==> config.mk <==
export PLATFORM = sky130hd
export DESIGN_NAME = sd_resp_rx
export DESIGN_NICKNAME = d
export VERILOG_FILES = /design/src/rtl/sd_resp_pkg.sv /design/src/rtl/sd_resp_crc7.sv /design/src/rtl/sd_resp_seq.sv /design/src/rtl/sd_resp_rx.sv
export SDC_FILE = /design/constraint.sdc
export NUM_CORES = 1
export LEC_CHECK = 0
export ABC_AREA = 1
export ABC_CLOCK_PERIOD_IN_PS = 1700
export CORE_UTILIZATION = 50
export CTS_BUF_LIST = sky130_fd_sc_hd__clkbuf_8 sky130_fd_sc_hd__clkbuf_16
export DETAILED_ROUTE_END_ITERATION = 8
export PLACE_DENSITY_LB_ADDON = 0.12
export SYNTH_ARGS = -nofsm -noshare
export SYNTH_HDL_FRONTEND = slang
export SYNTH_HIERARCHICAL = 1
export SYNTH_SLANG_ARGS = --single-unit
==> constraint.sdc <==
create_clock -name clk -period 1.7 [get_ports clk]
set_input_delay 0.34 -clock clk [delete_from_list [all_inputs] [get_ports clk]]
set_output_delay 0.34 -clock clk [all_outputs]
set_load 0.02 [all_outputs]
==> src/rtl/sd_resp_pkg.sv <==
package sd_resp_pkg;
  localparam int SHORT_LEN = 48;
  localparam int LONG_LEN  = 136;
  localparam int CRC_SPAN  = 40;
  localparam logic [6:0] CRC_POLY = 7'h09;

  typedef enum logic [2:0] {
    RT_STATUS      = 3'd0,
    RT_STATUS_BUSY = 3'd1,
    RT_LONG_REG    = 3'd2,
    RT_OPCOND      = 3'd3,
    RT_ADDR        = 3'd4
  } rtype_e;
endpackage

==> src/rtl/sd_resp_crc7.sv <==
module sd_resp_crc7 #(
  parameter logic [6:0] POLY = 7'h09
) (
  input  logic       clk,
  input  logic       rst_n,
  input  logic       clr,
  input  logic       upd,
  input  logic       din,
  output logic [6:0] crc
);
  logic [6:0] crc_q, crc_d;
  logic       fb;

  always_comb begin
    fb    = din ^ crc_q[6];
    crc_d = crc_q;
    if (clr)      crc_d = '0;
    else if (upd) crc_d = {crc_q[5:0], 1'b0} ^ (fb ? POLY : 7'h00);
  end

  always_ff @(posedge clk or negedge rst_n) begin
    if (!rst_n) crc_q <= '0;
    else        crc_q <= crc_d;
  end

  assign crc = crc_q;
endmodule

==> src/rtl/sd_resp_seq.sv <==
module sd_resp_seq #(
  parameter int SHORT_LEN = 48,
  parameter int LONG_LEN  = 136,
  parameter int CRC_SPAN  = 40,
  parameter int TMO       = 64
) (
  input  logic clk,
  input  logic rst_n,
  input  logic start_req,
  input  logic bit_en,
  input  logic cmd_in,
  input  logic long_frame,
  output logic take_bit,
  output logic crc_upd,
  output logic last_bit,
  output logic tmo_hit
);
  localparam int CNT_W = $clog2(LONG_LEN);
  localparam int TMO_W = $clog2(TMO + 1);

  typedef enum logic [1:0] {S_IDLE, S_HUNT, S_COLLECT} st_e;

  st_e              st_q, st_d;
  logic [CNT_W-1:0] cnt_q, cnt_d, last_val;
  logic [TMO_W-1:0] wait_q, wait_d;

  always_comb begin
    last_val = long_frame ? CNT_W'(LONG_LEN - 1) : CNT_W'(SHORT_LEN - 1);
    take_bit = !start_req && bit_en &&
               ((st_q == S_HUNT && !cmd_in) || st_q == S_COLLECT);
    crc_upd  = take_bit && (cnt_q < CNT_W'(CRC_SPAN));
    last_bit = !start_req && bit_en && st_q == S_COLLECT && cnt_q == last_val;
    tmo_hit  = !start_req && bit_en && cmd_in && st_q == S_HUNT &&
               wait_q == TMO_W'(TMO - 1);
  end

  always_comb begin
    st_d   = st_q;
    cnt_d  = cnt_q;
    wait_d = wait_q;
    if (start_req) begin
      st_d   = S_HUNT;
      cnt_d  = '0;
      wait_d = '0;
    end else if (bit_en) begin
      case (st_q)
        S_HUNT: begin
          if (!cmd_in) begin
            st_d  = S_COLLECT;
            cnt_d = CNT_W'(1);
          end else if (tmo_hit) begin
            st_d = S_IDLE;
          end else begin
            wait_d = wait_q + TMO_W'(1);
          end
        end
        S_COLLECT: begin
          if (last_bit) st_d = S_IDLE;
          else          cnt_d = cnt_q + CNT_W'(1);
        end
        default: st_d = S_IDLE;
      endcase
    end
  end

  always_ff @(posedge clk or negedge rst_n) begin
    if (!rst_n) begin
      st_q   <= S_IDLE;
      cnt_q  <= '0;
      wait_q <= '0;
    end else begin
      st_q   <= st_d;
      cnt_q  <= cnt_d;
      wait_q <= wait_d;
    end
  end

  assert_single_event_R10: assert property (@(posedge clk) disable iff (!rst_n)
    $onehot0({last_bit, tmo_hit}));
  assert_count_bound_R2: assert property (@(posedge clk) disable iff (!rst_n)
    cnt_q < CNT_W'(LONG_LEN));
endmodule

==> src/rtl/sd_resp_rx.sv <==
module sd_resp_rx
  import sd_resp_pkg::*;
#(
  parameter int TIMEOUT_PULSES = 64
) (
  input  logic         clk,
  input  logic         rst_n,
  input  logic         start_req,
  input  logic [2:0]   resp_type,
  input  logic         bit_en,
  input  logic         cmd_in,
  output logic         done,
  output logic         busy_chk,
  output logic [5:0]   cmd_idx,
  output logic [31:0]  arg_field,
  output logic [15:0]  rca,
  output logic [126:0] reg_payload,
  output logic         err_crc,
  output logic         err_end,
  output logic         err_tx,
  output logic         err_fixed,
  output logic         err_timeout
);
  localparam int SH_W = LONG_LEN - 2;

  logic [2:0]      rtype_q, rtype_d;
  logic [SH_W-1:0] shift_q, shift_d;
  logic [SH_W:0]   nx;
  logic [6:0]      crc;
  logic            take_bit, crc_upd, last_bit, tmo_hit;
  logic            is_long, is_opc, is_addr, is_busy;
  logic            chk_crc, chk_end, chk_tx, chk_fixed;
  logic            done_q, busy_q, e_crc_q, e_end_q, e_tx_q, e_fix_q, e_tmo_q;
  logic            done_d, busy_d, e_crc_d, e_end_d, e_tx_d, e_fix_d, e_tmo_d;

  assign is_long = rtype_q == RT_LONG_REG;
  assign is_opc  = rtype_q == RT_OPCOND;
  assign is_addr = rtype_q == RT_ADDR;
  assign is_busy = rtype_q == RT_STATUS_BUSY;

  sd_resp_seq #(
    .SHORT_LEN(SHORT_LEN), .LONG_LEN(LONG_LEN),
    .CRC_SPAN(CRC_SPAN), .TMO(TIMEOUT_PULSES)
  ) u_seq (
    .clk(clk), .rst_n(rst_n), .start_req(start_req), .bit_en(bit_en),
    .cmd_in(cmd_in), .long_frame(is_long), .take_bit(take_bit),
    .crc_upd(crc_upd), .last_bit(last_bit), .tmo_hit(tmo_hit)
  );

  sd_resp_crc7 #(.POLY(CRC_POLY)) u_crc (
    .clk(clk), .rst_n(rst_n), .clr(start_req), .upd(crc_upd),
    .din(cmd_in), .crc(crc)
  );

  assign nx = {shift_q, cmd_in};

  always_comb begin
    chk_tx    = is_long ? nx[134] : nx[46];
    chk_end   = !nx[0];
    chk_crc   = !is_long && !is_opc && (nx[7:1] != crc);
    chk_fixed = 1'b0;
    if (is_long)      chk_fixed = nx[133:128] != 6'h3F;
    else if (is_opc)  chk_fixed = (nx[45:40] != 6'h3F) || (nx[7:1] != 7'h7F);
    else if (is_addr) chk_fixed = nx[45:40] != 6'd3;
  end

  always_comb begin
    rtype_d = rtype_q;
    shift_d = shift_q;
    done_d  = last_bit | tmo_hit;
    busy_d  = last_bit & is_busy;
    e_crc_d = e_crc_q;
    e_end_d = e_end_q;
    e_tx_d  = e_tx_q;
    e_fix_d = e_fix_q;
    e_tmo_d = e_tmo_q;
    if (start_req) begin
      rtype_d = resp_type;
      shift_d = '0;
      e_crc_d = 1'b0;
      e_end_d = 1'b0;
      e_tx_d  = 1'b0;
      e_fix_d = 1'b0;
      e_tmo_d = 1'b0;
    end else begin
      if (take_bit) shift_d = nx[SH_W-1:0];
      if (last_bit) begin
        e_crc_d = chk_crc;
        e_end_d = chk_end;
        e_tx_d  = chk_tx;
        e_fix_d = chk_fixed;
      end
      if (tmo_hit) e_tmo_d = 1'b1;
    end
  end

  always_ff @(posedge clk or negedge rst_n) begin
    if (!rst_n) begin
      rtype_q <= '0;
      shift_q <= '0;
      done_q  <= 1'b0;
      busy_q  <= 1'b0;
      e_crc_q <= 1'b0;
      e_end_q <= 1'b0;
      e_tx_q  <= 1'b0;
      e_fix_q <= 1'b0;
      e_tmo_q <= 1'b0;
    end else begin
      rtype_q <= rtype_d;
      shift_q <= shift_d;
      done_q  <= done_d;
      busy_q  <= busy_d;
      e_crc_q <= e_crc_d;
      e_end_q <= e_end_d;
      e_tx_q  <= e_tx_d;
      e_fix_q <= e_fix_d;
      e_tmo_q <= e_tmo_d;
    end
  end

  assign done        = done_q;
  assign busy_chk    = busy_q;
  assign cmd_idx     = shift_q[45:40];
  assign arg_field   = shift_q[39:8];
  assign rca         = shift_q[39:24];
  assign reg_payload = shift_q[127:1];
  assign err_crc     = e_crc_q;
  assign err_end     = e_end_q;
  assign err_tx      = e_tx_q;
  assign err_fixed   = e_fix_q;
  assign err_timeout = e_tmo_q;

  assert_done_single_R11: assert property (@(posedge clk) disable iff (!rst_n)
    done |=> !done);
  assert_flags_clear_R11: assert property (@(posedge clk) disable iff (!rst_n)
    start_req |=> !(err_crc | err_end | err_tx | err_fixed | err_timeout | done));
  assert_busy_with_done_R9: assert property (@(posedge clk) disable iff (!rst_n)
    busy_chk |-> done && !err_timeout);
  assert_timeout_done_R10: assert property (@(posedge clk) disable iff (!rst_n)
    $rose(err_timeout) |-> done);
  assert_opcond_nocrc_R7: assert property (@(posedge clk) disable iff (!rst_n)
    (done && is_opc) |-> !err_crc);
  assert_idle_hold_R12: assert property (@(posedge clk) disable iff (!rst_n)
    (!bit_en && !start_req) |=> $stable(shift_q));
endmodule

== After elaboration in Yosys (flattened, before gate mapping) ==
Index checks and enable logic that the tools add are counted.

* Bitwise logic cells: 4
* Order comparisons: 1
* Mux-type cells: 36
* Add/sub/neg operators: 2
* Equality and inequality tests: 18
* Reduce and logical (&&, ||, !) cells: 28

{| class="wikitable"
|+ Operators by type and width
! kind !! count
|-
| $mux 134 || 2
|-
| $mux 7 || 7
|-
| $mux 8 || 5
|-
| $pmux 8 s2 || 1
|-
| $mux 1 || 14
|-
| $reduce_bool 2->1 || 7
|-
| $ne 6x6->1 const B || 2
|-
| $logic_and 1x1->1 || 11
|-
| $mux 2 || 5
|-
| $ne 3x3->1 const B || 3
|-
| $add 8x1->8 const B || 1
|-
| $eq 8x8->1 || 1
|-
| $lt 8x6->1 const B || 1
|-
| $reduce_and 4->1 || 2
|-
| $add 7x1->7 const B || 1
|-
| $eq 7x6->1 const B || 1
|-
| $ne 7x7->1 || 1
|-
| $ne 7x7->1 const B || 1
|-
| $xor 7x7->7 || 1
|-
| $eq 3x2->1 const B || 2
|-
| $ne 6x2->1 const B || 1
|-
| $logic_not 1->1 || 4
|-
| $mux 4 || 1
|-
| $ne 4x4->1 const B || 1
|-
| other kinds (12) || 13
|}

* Register bits after elaboration: 168
* Input bits: 8
* Logic and storage cells: 102

== Longest topological paths before layout ==
* Word-level depth: 10
* Depth in mapped cells: 13

== By module ==
Netlist, hierarchy kept.

{| class="wikitable"
|+ Modules (own cells, without submodules)
! module !! sequential area each (um2) !! times used !! cells each !! area an instance (um2)
|-
| sd_resp_rx || 3603.5 || 1 || 834 || 7205.7
|-
| sd_resp_seq || 425.4 || 1 || 188 || 1237.4
|-
| sd_resp_crc7 || 175.2 || 1 || 36 || 312.8
|}

== Least setup slack after synthesis ==
OpenSTA, ideal clock, no wires.

* Path kind: register -> register
* Start point: reg rtype_q[2]
* End point: reg e_tx_q, in the netlist err_tx
* Path slack: 0.120 ns
* Library setup time: 0.065 ns
* Stages on the path, launching flop included: 13
* Arrival: 1.515 ns
* Path through: dfrtp_1 inv_1 nand2_1 nor2_1 o21bai_1 nand3_2 clkinv_2 inv_1 nor2_1 inv_1 a21oi_1 o21ai_0 nand2_1

* Longest elaborated chain between the ends: 5
* Elaborated cells between the ends (all ways): 8
* Classes of those cells: eq/ne: 2; mux: 4; reduce/logical: 2

{| class="wikitable"
|+ Ends and longest elaborated chain
! what !! RTL line !! text
|-
| start: declaration || sd_resp_rx.sv:26 || <nowiki>logic [2:0] rtype_q, rtype_d;</nowiki>
|-
| start signal: assignment || sd_resp_rx.sv:109 || <nowiki>rtype_q <= rtype_d;</nowiki>
|-
| $eq 3x2->1 || sd_resp_rx.sv:36 || <nowiki>assign is_long = rtype_q == RT_LONG_REG;</nowiki>
|-
| net is_long || sd_resp_rx.sv:31 || <nowiki>logic is_long, is_opc, is_addr, is_busy;</nowiki>
|-
| $mux 8 || sd_resp_seq.sv:28 || <nowiki>last_val = long_frame ? CNT_W'(LONG_LEN - 1) : CNT_W'(SHORT_LEN - 1);</nowiki>
|-
| $eq 8x8->1 || sd_resp_seq.sv:32 || <nowiki>last_bit = !start_req && bit_en && st_q == S_COLLECT && cnt_q == last_val;</nowiki>
|-
| $logic_and 1x1->1 || sd_resp_seq.sv:32 ||
|-
| net last_bit || sd_resp_rx.sv:30 || <nowiki>logic take_bit, crc_upd, last_bit, tmo_hit;</nowiki>
|-
| $reduce_bool 2->1 (no line) || n/a ||
|-
| end signal: assignment || sd_resp_rx.sv:115 || <nowiki>e_tx_q <= e_tx_d;</nowiki>
|-
| end: declaration || sd_resp_rx.sv:33 || <nowiki>logic done_q, busy_q, e_crc_q, e_end_q, e_tx_q, e_fix_q, e_tmo_q;</nowiki>
|}

The timed path passes the listed nets, and every way through them passes these cells. The select of a mux whose other input is x is not followed.
A chain may end at the register's enable or synchronous reset.

== Final worst setup path ==
* Start point: reg shift_q[5]
* End point: out reg_payload[4]

{| class="wikitable"
|+ RTL lines
! what !! RTL line !! text
|-
| start: declaration || sd_resp_rx.sv:27 || <nowiki>logic [SH_W-1:0] shift_q, shift_d;</nowiki>
|-
| start signal: assignment || sd_resp_rx.sv:110 || <nowiki>shift_q <= shift_d;</nowiki>
|-
| end: declaration || sd_resp_rx.sv:17 || <nowiki>output logic [126:0] reg_payload,</nowiki>
|}

No word-level cell between the ends.

==> results.sh <==
export IMPL_status="finished, final reports clean"
export IMPL_grt_pass1_wl_microns=30100
export IMPL_synth_mux_area_share_pct=0
export IMPL_clk_pin_slew_worst_paths_ns=0.07
export IMPL_avgSynthCellArea_sq_um=8.28
export IMPL_cts_tree="built"
export IMPL_async_flop_share_pct=100
export IMPL_path_delay_family="flip-flops"
export IMPL_crit_buf_inv=1
export IMPL_cts_sinks=168
export IMPL_grt_max_degree=117
export IMPL_synth_top_family_by_area="simple AND/OR/NAND/NOR gates"
export IMPL_clockRootBuffer="clkbuf_16"
export IMPL_htree_levels=4
export IMPL_worst_pin_slew_ns=0.302
export IMPL_hp_class="input pin to asynchronous set/reset pin"
export IMPL_ant_nets=0
export IMPL_die_h_microns=134
export IMPL_totalNegativeSetupSlack_ns=0
export IMPL_yosys_warnings=6
export IMPL_p_switching_mw=2.21
export IMPL_holdWs_ns=0.341
export IMPL_numCtsBuffers=17
export IMPL_track_usage_pct=20.9
export IMPL_die_area_sq_um=18000
export IMPL_synthAdderAreaFrac_pct=0.286
export IMPL_synth_ff_type="dfrtp_1"
export IMPL_power_density_nw_per_um2=822
export IMPL_core_sq_um=17200
export IMPL_critPathSlowestCell="dfrtp_1"
export IMPL_finalCritPeriodShare_pct=94.7
export IMPL_power_leakage_nw=6.16
export IMPL_synth_edf_count=0
export IMPL_p_sw_share_pct=25.8
export IMPL_grt_pass1_vias=5945
export IMPL_setup_viol=0
export IMPL_pwr_share_seq_pct=47.3
export IMPL_combPwrFrac_pct=7.3
export IMPL_yosys_cell_types_count=32
export IMPL_worstPathArrival_ns=1.27
export IMPL_criticalPathCategory="flop to primary output"
export IMPL_nNetsFinal=1117
export IMPL_start_kind="flop"
export IMPL_antenna_found_initial=0
export IMPL_synth_compound_area_share_pct=3.33
export IMPL_finalCriticalPeriod_ns=1.61
export IMPL_cp_slowest_stage_delay_ns=0.45
export IMPL_p_int_mw=6.37
export IMPL_antennaDiodeCount=0
export IMPL_num_io_pins=196
export IMPL_rsz0062_at_grt="yes"
export IMPL_synth_fp_nets=1068
export IMPL_via_count=6620
export IMPL_final_setup_skew_ns=0.00915
export IMPL_clockPowerShare_pct=45.4
export IMPL_rows=48
export IMPL_timing_max_cap_violations=0
export IMPL_crit_required_ns=1.36
export IMPL_synth_seq_area_share_pct=48.0
export IMPL_drv_slew=0
export IMPL_grt_overflow=0
export IMPL_port_buffers=195
export IMPL_syn2layout_area_growth_pct=19.1
export IMPL_routedWlPerCell_microns=13.9
export IMPL_synth_xor_area_share_pct=0.400
export IMPL_syn_inst=1058
export IMPL_synth_simple_area_share_pct=26.9
export IMPL_worstSetupEndpointType="primary output"
export IMPL_dr_pass1_iters=9
export IMPL_fill_cells=1601
export IMPL_final_hold_viol_count=0
export IMPL_synth_seq_cells=168
export IMPL_path_cells="dlygate4sd2_1"
export IMPL_detail_route_vias_per_cell=4.92
export IMPL_drt_iter0_drc=438
export IMPL_drc=0
export IMPL_floorplan_initialDensity_pct=51.0
export IMPL_drive_gt1_share_pct=11.3
export IMPL_hpwlAfterDp_microns=12700
export IMPL_die_x_microns=134
export IMPL_clk_latency_ns=0.42
export IMPL_ir_drop_mv=0.734
export IMPL_gp_congestion=0.779
export IMPL_cts_max_path_buffers=2
export IMPL_fmax_mhz=621
export IMPL_maxSlewHeadroom_pct=79.7
export IMPL_critPathMaxFanout=5
export IMPL_syn_area_sq_um=8760
export IMPL_wl_microns=18700
## final cells by class
cell class / count / area [sq um] / area share [%]
timing repair buffer: 255 / 2370 / 22.7
clock inverter: 15 / 175 / 1.68
clock buffer: 17 / 425 / 4.08
inverter: 64 / 245 / 2.35
multi-input combinational: 601 / 2730 / 26.2
sequential: 168 / 4200 / 40.3
tap: 225 / 282 / 2.70
## cell usage after synthesis, types with 7 or more instances
| library cell | number | area, sq um |
|---|---|---|
| clkbuf_1 | 11 | 41.3 |
| nor2_1 | 37 | 139 |
| o21ai_0 | 18 | 90.1 |
| o22ai_1 | 17 | 106 |
| inv_2 | 8 | 30.0 |
| nand2_1 | 336 | 1260 |
| dfrtp_1 | 168 | 4200 |
| buf_2 | 17 | 85.1 |
| buf_4 | 191 | 1430 |
| nand3_1 | 141 | 706 |
| o21ai_1 | 7 | 35.0 |
| inv_1 | 55 | 206 |
## state kept, by name, summed over array words and instances, names as in the netlist, 2 cells and up
register      flops
u_crc/crc         7
u_seq/wait_q      7
shift_q         134
u_seq/st_q        2
rtype_q           3
u_seq/cnt_q       8
## metrics by stage
stage | setup WS, ns | cell area, sq um | util, % | std cells | power [mW]
after floorplan | 0.120 | 8760 | - | 1058 | 4.44
after global placement | -0.366 | 9950 | 57.9 | 1308 | 4.73
after detailed placement | -0.458 | 9950 | 57.9 | 1308 | 4.73
after CTS | 0.00529 | 10300 | 60.2 | 1341 | 8.64
after global routing | -0.00922 | 10400 | 60.7 | 1345 | 8.89
final | 0.0895 | 10400 | 60.7 | 1345 | 8.58
## per-layer routing
metal	vias up	global-route usage, %	wire [microns]
met5	-	0	0
met3	18	4.23	1010
li1	3269	-	-
met4	0	6.24	246
met1	3166	30.3	8910
met2	167	31.7	8560
## worst paths after layout
| kind | start | end | slack (ns) | cells after the start |
|---|---|---|---|---|
| hold reg to reg | err_fixed | err_fixed | 0.49 | 2 |
| max in group asynchronous | rst_n | u_crc/crc[2] | 0.79 | 3 |
| min in group clk | err_fixed | err_fixed | 0.49 | 2 |
| setup reg to reg | u_seq/cnt_q[0] | err_tx | 0.10 | 13 |
| setup / recovery | shift_q[5] | reg_payload[4] | 0.09 | 1 |
| hold / removal | rst_n | shift_q[21] | 0.34 | 2 |
## kinds of logic (layout without fill, tap and decap cells)
| group | after synthesis | count (layout) |
|---|---|---|
| xor gates and xnor gates | 4 | 4 |
| DFF | 168 | 168 |
| buffers and inverters | 289 | 351 |
| AOI/OAI and AO/OA | 51 | 51 |
| and+or+nand+nor | 544 | 544 |
| adders and majority gates | 2 | 2 |
## cell usage in the layout (no fill, tap or decap), types with 5 or more instances in the layout
cell type / n
nand2_2: 5
nor2_1: 35
dlygate4sd2_1: 187
clkdlybuf4s50_1: 6
inv_1: 54
dfrtp_1: 168
inv_2: 7
buf_4: 44
o21ai_0: 17
nand3_1: 141
buf_12: 12
inv_6: 6
clkbuf_16: 18
o22ai_1: 17
nand2_1: 335
o21ai_1: 7
## power groups by stage
stage | Sequential [mW] | Clock, mW | Combinational, mW
after floorplan | 4.13 | 0 | 0.310
after global placement | 4.13 | 0 | 0.597
after global routing | 4.06 | 4.13 | 0.697
after CTS | 4.05 | 3.98 | 0.604
final | 4.05 | 3.90 | 0.628
after detailed placement | 4.13 | 0 | 0.597
## timing repair
item / 4_1_cts / 5_1_grt
resized for setup: 190 / 7
cloned: 0 / 1
setup buffers: 0 / 3
hold buffers: 1 / 0
pin swaps: 0 / 2
hold endpoints to repair: 18 / 0
setup endpoints to repair: 301 / 29
Note: power is estimated with default switching activity, not from simulation.
